$ cat src/rtl/ring_stop_pkg.sv
package ring_stop_pkg;
  typedef enum logic {
    DIR_CW  = 1'b0,
    DIR_CCW = 1'b1
  } ring_dir_e;

  localparam int NUM_DIRS = 2;
endpackage

$ cat src/rtl/ring_hop_sel.sv
module ring_hop_sel
  import ring_stop_pkg::*;
#(
  parameter int N_STOPS = 8,
  parameter int STOP_ID = 0,
  parameter int ID_W    = 3
) (
  input  logic [ID_W-1:0] dst,
  output ring_dir_e       dir
);
  int dst_i;
  int hops_cw;
  int hops_ccw;

  // Hop counts in each direction; ties and self-addressed go clockwise.
  always_comb begin
    dst_i    = int'(dst);
    hops_cw  = (dst_i >= STOP_ID) ? (dst_i - STOP_ID) : (dst_i + N_STOPS - STOP_ID);
    hops_ccw = (STOP_ID >= dst_i) ? (STOP_ID - dst_i) : (STOP_ID + N_STOPS - dst_i);
    dir      = (hops_cw <= hops_ccw) ? DIR_CW : DIR_CCW;
  end
endmodule

$ cat src/rtl/ring_inj_buf.sv
module ring_inj_buf #(
  parameter int BODY_W = 262
) (
  input  logic              clk,
  input  logic              rst_n,
  input  logic              load,
  input  logic              drain,
  input  logic [BODY_W-1:0] load_body,
  output logic              full,
  output logic [BODY_W-1:0] body
);
  logic              full_q;
  logic              full_d;
  logic [BODY_W-1:0] body_q;

  always_comb begin
    full_d = (full_q & ~drain) | load;
  end

  always_ff @(posedge clk or negedge rst_n) begin
    if (!rst_n) full_q <= 1'b0;
    else        full_q <= full_d;
  end

  always_ff @(posedge clk) begin
    if (load) body_q <= load_body;
  end

  assign full = full_q;
  assign body = body_q;
endmodule

$ cat src/rtl/ring_lane.sv
module ring_lane #(
  parameter int BODY_W = 262
) (
  input  logic              clk,
  input  logic              rst_n,
  input  logic              in_vld,
  input  logic [BODY_W-1:0] in_body,
  input  logic              in_next_free,
  input  logic              take,
  input  logic              buf_full,
  input  logic [BODY_W-1:0] buf_body,
  output logic              drain,
  output logic              out_vld,
  output logic [BODY_W-1:0] out_body,
  output logic              out_next_free
);
  logic              free_q;
  logic              vld_q;
  logic [BODY_W-1:0] body_q;
  logic              pass;
  logic              nxt_vld;
  logic [BODY_W-1:0] nxt_body;

  always_comb begin
    pass     = in_vld & ~take;
    drain    = buf_full & free_q;
    nxt_vld  = pass | drain;
    nxt_body = pass ? in_body : buf_body;
  end

  always_ff @(posedge clk or negedge rst_n) begin
    if (!rst_n) begin
      free_q <= 1'b0;
      vld_q  <= 1'b0;
    end else begin
      free_q <= in_next_free;
      vld_q  <= nxt_vld;
    end
  end

  always_ff @(posedge clk) begin
    if (nxt_vld) body_q <= nxt_body;
  end

  assign out_vld       = vld_q;
  assign out_body      = body_q;
  assign out_next_free = ~nxt_vld;
endmodule

$ cat src/rtl/ring_eject_arb.sv
module ring_eject_arb
  import ring_stop_pkg::*;
(
  input  logic       clk,
  input  logic       rst_n,
  input  logic [1:0] hit,
  input  logic       ready,
  output logic [1:0] grant,
  output logic [1:0] take
);
  ring_dir_e prio_q;
  ring_dir_e prio_d;
  logic      both;

  always_comb begin
    both     = hit[0] & hit[1];
    grant[0] = hit[0] & (~hit[1] | (prio_q == DIR_CW));
    grant[1] = hit[1] & (~hit[0] | (prio_q == DIR_CCW));
    take     = grant & {2{ready}};
    prio_d   = prio_q;
    if (both && ready) prio_d = (prio_q == DIR_CW) ? DIR_CCW : DIR_CW;
  end

  always_ff @(posedge clk or negedge rst_n) begin
    if (!rst_n) prio_q <= DIR_CW;
    else        prio_q <= prio_d;
  end
endmodule

$ cat src/rtl/ring_stop.sv
module ring_stop
  import ring_stop_pkg::*;
#(
  parameter  int N_STOPS   = 8,
  parameter  int STOP_ID   = 0,
  parameter  int PAYLOAD_W = 256,
  localparam int ID_W      = (N_STOPS > 1) ? $clog2(N_STOPS) : 1
) (
  input  logic                 clk,
  input  logic                 rst_n,
  input  logic                 cw_in_vld,
  input  logic [ID_W-1:0]      cw_in_dst,
  input  logic [ID_W-1:0]      cw_in_src,
  input  logic [PAYLOAD_W-1:0] cw_in_data,
  input  logic                 cw_in_next_free,
  input  logic                 ccw_in_vld,
  input  logic [ID_W-1:0]      ccw_in_dst,
  input  logic [ID_W-1:0]      ccw_in_src,
  input  logic [PAYLOAD_W-1:0] ccw_in_data,
  input  logic                 ccw_in_next_free,
  output logic                 cw_out_vld,
  output logic [ID_W-1:0]      cw_out_dst,
  output logic [ID_W-1:0]      cw_out_src,
  output logic [PAYLOAD_W-1:0] cw_out_data,
  output logic                 cw_out_next_free,
  output logic                 ccw_out_vld,
  output logic [ID_W-1:0]      ccw_out_dst,
  output logic [ID_W-1:0]      ccw_out_src,
  output logic [PAYLOAD_W-1:0] ccw_out_data,
  output logic                 ccw_out_next_free,
  input  logic                 inj_valid,
  output logic                 inj_ready,
  input  logic [ID_W-1:0]      inj_dst,
  input  logic [PAYLOAD_W-1:0] inj_data,
  output logic                 ej_valid,
  input  logic                 ej_ready,
  output logic [ID_W-1:0]      ej_src,
  output logic [PAYLOAD_W-1:0] ej_data
);
  // Slot body layout: {dst, src, payload}
  localparam int BODY_W            = 2 * ID_W + PAYLOAD_W;
  localparam int DATA_HI           = PAYLOAD_W - 1;
  localparam int SRC_LO            = PAYLOAD_W;
  localparam int DST_LO            = PAYLOAD_W + ID_W;
  localparam logic [ID_W-1:0] MY_ID = ID_W'(STOP_ID);

  logic              in_vld       [NUM_DIRS];
  logic [BODY_W-1:0] in_body      [NUM_DIRS];
  logic              in_next_free [NUM_DIRS];
  logic              out_vld      [NUM_DIRS];
  logic [BODY_W-1:0] out_body     [NUM_DIRS];
  logic              out_nfree    [NUM_DIRS];
  logic              buf_full     [NUM_DIRS];
  logic [BODY_W-1:0] buf_body     [NUM_DIRS];
  logic              buf_load     [NUM_DIRS];
  logic              buf_drain    [NUM_DIRS];
  logic [1:0]        hit;
  logic [1:0]        grant;
  logic [1:0]        take;
  ring_dir_e         inj_dir;
  logic [BODY_W-1:0] inj_body;

  assign in_vld[0]       = cw_in_vld;
  assign in_body[0]      = {cw_in_dst, cw_in_src, cw_in_data};
  assign in_next_free[0] = cw_in_next_free;
  assign in_vld[1]       = ccw_in_vld;
  assign in_body[1]      = {ccw_in_dst, ccw_in_src, ccw_in_data};
  assign in_next_free[1] = ccw_in_next_free;

  ring_hop_sel #(
    .N_STOPS (N_STOPS),
    .STOP_ID (STOP_ID),
    .ID_W    (ID_W)
  ) u_hop_sel (
    .dst (inj_dst),
    .dir (inj_dir)
  );

  assign inj_body  = {inj_dst, MY_ID, inj_data};
  assign inj_ready = ~buf_full[inj_dir];

  ring_eject_arb u_eject_arb (
    .clk   (clk),
    .rst_n (rst_n),
    .hit   (hit),
    .ready (ej_ready),
    .grant (grant),
    .take  (take)
  );

  for (genvar d = 0; d < NUM_DIRS; d++) begin : g_dir
    assign hit[d]      = in_vld[d] & (in_body[d][DST_LO +: ID_W] == MY_ID);
    assign buf_load[d] = inj_valid & ~buf_full[d] & (inj_dir == ring_dir_e'(d));

    ring_inj_buf #(
      .BODY_W (BODY_W)
    ) u_buf (
      .clk       (clk),
      .rst_n     (rst_n),
      .load      (buf_load[d]),
      .drain     (buf_drain[d]),
      .load_body (inj_body),
      .full      (buf_full[d]),
      .body      (buf_body[d])
    );

    ring_lane #(
      .BODY_W (BODY_W)
    ) u_lane (
      .clk           (clk),
      .rst_n         (rst_n),
      .in_vld        (in_vld[d]),
      .in_body       (in_body[d]),
      .in_next_free  (in_next_free[d]),
      .take          (take[d]),
      .buf_full      (buf_full[d]),
      .buf_body      (buf_body[d]),
      .drain         (buf_drain[d]),
      .out_vld       (out_vld[d]),
      .out_body      (out_body[d]),
      .out_next_free (out_nfree[d])
    );
  end

  always_comb begin
    ej_valid = |hit;
    ej_src   = grant[1] ? in_body[1][SRC_LO +: ID_W] : in_body[0][SRC_LO +: ID_W];
    ej_data  = grant[1] ? in_body[1][DATA_HI:0]      : in_body[0][DATA_HI:0];
  end

  assign cw_out_vld        = out_vld[0];
  assign cw_out_dst        = out_body[0][DST_LO +: ID_W];
  assign cw_out_src        = out_body[0][SRC_LO +: ID_W];
  assign cw_out_data       = out_body[0][DATA_HI:0];
  assign cw_out_next_free  = out_nfree[0];
  assign ccw_out_vld       = out_vld[1];
  assign ccw_out_dst       = out_body[1][DST_LO +: ID_W];
  assign ccw_out_src       = out_body[1][SRC_LO +: ID_W];
  assign ccw_out_data      = out_body[1][DATA_HI:0];
  assign ccw_out_next_free = out_nfree[1];
endmodule

$ cat config.mk
export PLATFORM = sky130hd
export DESIGN_NAME = ring_stop
export DESIGN_NICKNAME = d
export VERILOG_FILES = /design/src/rtl/ring_stop_pkg.sv /design/src/rtl/ring_hop_sel.sv /design/src/rtl/ring_inj_buf.sv /design/src/rtl/ring_lane.sv /design/src/rtl/ring_eject_arb.sv /design/src/rtl/ring_stop.sv
export SDC_FILE = /design/constraint.sdc
export NUM_CORES = 1
export LEC_CHECK = 0
export BUFFER_PORTS_ARGS = -buffer_cell sky130_fd_sc_hd__buf_2
export CORE_AREA = 2 2 624 626
export DETAILED_ROUTE_END_ITERATION = 10
export DIE_AREA = 0 0 626 628
export SLEW_MARGIN = 20
export SYNTH_ARGS = -nofsm -noshare
export SYNTH_HDL_FRONTEND = slang
export SYNTH_HIERARCHICAL = 1
export SYNTH_SLANG_ARGS = --single-unit
$ cat constraint.sdc
create_clock -name clk -period 21.4 [get_ports clk]
set_input_delay 4.28 -clock clk [delete_from_list [all_inputs] [get_ports clk]]
set_output_delay 4.28 -clock clk [all_outputs]
set_load 0.01 [all_outputs]
==> impl_metrics.tcl <==
set metrics [dict create \
    outcome "finished clean" \
    finClkSkew_ps 79.7 \
    grt_setup_unrepaired "no" \
    grt_overflow 0 \
    finalSetupTns_ps 0 \
    ys_seq_area_frac 0.712 \
    irDropWorstVdd_mv 0.0568 \
    drive_above_1_share 0.698 \
    end_kind "primary output" \
    crit_path_start_kind "primary input" \
    fp.dieW_um 626 \
    path_clk_slew_ps 60 \
    finalHoldViolations 0 \
    syn_area_per_cell_um2 22.6 \
    dp_hpwl_um 296000 \
    async_flop_share 0.00664 \
    synth_top_area_share 0.708 \
    start_util 0.115 \
    cts_hold_buffers 0 \
    grt_pass1_wl_um 403000 \
    cts_tree "done" \
    p_leak_nw 24.9 \
    die_y_um 628 \
    max_freq_mhz 80.2 \
    post_cts_buffers 0 \
    pwr-share-seq 0.436 \
    cap_violations 0 \
    synth_flop_cell "edfxtp_1" \
    num-nets-final 4447 \
    first_iter_violations 2300 \
    fp-row-count 229 \
    grt_max_degree 110 \
    post-place-ws_ps 8740 \
    gp_congestion 0.959 \
    maxSlewHeadroom 0.323 \
    p_int_w 0.00444 \
    synth.most_common_cell "edfxtp_1" \
    die-area_um2 393000 \
    port-buffer-count 1579 \
    period_minus_slack_ps 12480 \
    crit_required_ps 17120 \
    ctsResizeCount 0 \
    yosys_warnings 6 \
    clockBufferDepth 4 \
    hold_class "flip-flop to flip-flop" \
    drc 0 \
    wl_per_cell_um 37.8 \
    dr.pass1.iters 5 \
    vias 29000 \
    ys_types 26 \
    power_switching_w 0.00189 \
    power.share.clock 0.380 \
    synth_common_cells "edfxtp_1, mux2_4, buf_6" \
    h-tree-depth 4 \
    synthesis.area_um2 44400 \
    combinationalPowerShare 0.184 \
    setup_ws_ps 8920 \
    cts_buffers 139 \
    slew_violations 0 \
    setup_viol 0 \
    routed_wl_um 340000 \
    core-area_um2 387000 \
    cts-root-buf "clkbuf_16" \
    cts.sinks 1055 \
    tightest_slew_ps 1020 \
    power_switching_share 0.299 \
    worstPathArrival_ps 8200 \
    p_per_area_nw_per_um2 101 \
    synth-edff-count 1048 \
    io_pins 1580 \
    grt_pass1_vias 28500 \
    synth_area_leader_cell "edfxtp_1" \
    antenna_left 0 \
    synthCells 1970 \
    antenna_found_initial 363 \
    synth-seq-cells 1055 \
    crit_type "primary input to primary output" \
    cp_max_fo 91 \
    vias_per_cell 3.22 \
    period_share 0.583 \
    area_growth_pct 41.8 \
    clock_latency_ps 840 \
    grt_use_total 0.167 \
    yosys-top-cells-area "edfxtp_1, mux2_4, buf_6" \
]
-- cells in the final DEF (no fill, tap or decap), types with 18 or more instances in the layout --
cell type / n
clkinv_2: 18
diode_2: 62
mux2_4: 718
buf_2: 1579
mux2_2: 65
edfxtp_1: 1048
clkbuf_16: 140
clkbuf_1: 21
clkinv_1: 20
buf_4: 39
-- metal layers --
layer / vias to the layer above / global-route usage / wire (um) / share of wire
li1: 11300 / - / - / -
met1: 14600 / 0.185 / 126000 / 0.37
met2: 2058 / 0.285 / 163000 / 0.48
met3: 889 / 0.0799 / 39600 / 0.12
met4: 168 / 0.0389 / 11300 / 0.033
met5: - / 0 / 1150 / 0.0034
-- kinds of logic after synthesis --
group / Yosys count / synth area share
and+or+nand+nor: 22 / 0.00324
adders and majority gates: 5 / 0.00141
other: 1 / 0.0000844
buffers and inverters: 95 / 0.0222
DFF: 1055 / 0.712
AOI/OAI and AO/OA: 5 / 0.000957
xor gates and xnor gates: 3 / 0.000591
muxes: 784 / 0.259
-- worst paths after layout --
path,startpoint,slack [ps],end,depth (start not counted)
worst min-delay path,g_dir[0].u_buf/body[153],510,g_dir[0].u_lane/out_body[153],1
worst min register to register,g_dir[0].u_buf/body[153],510,g_dir[0].u_lane/out_body[153],1
worst max-delay path,ccw_in_dst[1],8920,ej_data[20],7
max in group asynchronous,rst_n,17830,g_dir[1].u_buf/full,1
worst max register to register,u_eject_arb/prio_q,16700,g_dir[0].u_lane/out_body[22],8
min in group asynchronous,rst_n,3330,u_eject_arb/prio_q,1
-- worst max-delay path, stage by stage --
cell,delay [ps]
buf_2,110
nor4b_1,740
and2_4,890
buf_4,740
buf_12,460
mux2_2,450
buf_2,150
-- state kept, by name (all words and copies together), names as in the netlist --
register,cells
g_dir.u_buf/body,524
g_dir.u_lane/out_body,524
g_dir.u_buf/full,2
g_dir.u_lane/free_q,2
g_dir.u_lane/out_vld,2
u_eject_arb/prio_q,1
-- final cells by class --
cell class | instances | area (um2)
antenna | 62 | 155
clock inverter | 87 | 970
clock buffer | 161 | 3580
multi-input combinational | 825 | 11900
tap | 5197 | 6500
inverter | 8 | 30.0
fill | 42400 | 324000
sequential | 1055 | 31600
timing repair buffer | 1622 | 8270
-- power by group through the flow --
stage / clock network (W) / registers, W / logic [W]
2_1_floorplan: 0 / 0.00297 / 0.000392
3_3_place_gp: 0 / 0.00280 / 0.00120
3_5_place_dp: 0 / 0.00280 / 0.00120
4_1_cts: 0.00249 / 0.00276 / 0.00121
5_1_grt: 0.00255 / 0.00279 / 0.00123
6_report: 0.00241 / 0.00276 / 0.00117
-- metrics by stage --
stage / util / hold WS [ps] / instances / instance area, um2 / power [W]
final: 0.163 / 509 / 9017 / 63000 / 0.00633
after global routing: 0.162 / 514 / 8971 / 62900 / 0.00656
after CTS: 0.162 / 511 / 8954 / 62800 / 0.00646
after detailed placement: 0.151 / 534 / 8706 / 58300 / 0.00400
after global placement: 0.151 / 506 / 8706 / 58300 / 0.00400
after floorplan: - / 480 / 1975 / 44500 / 0.00336
(Power assumes the default switching activity.)
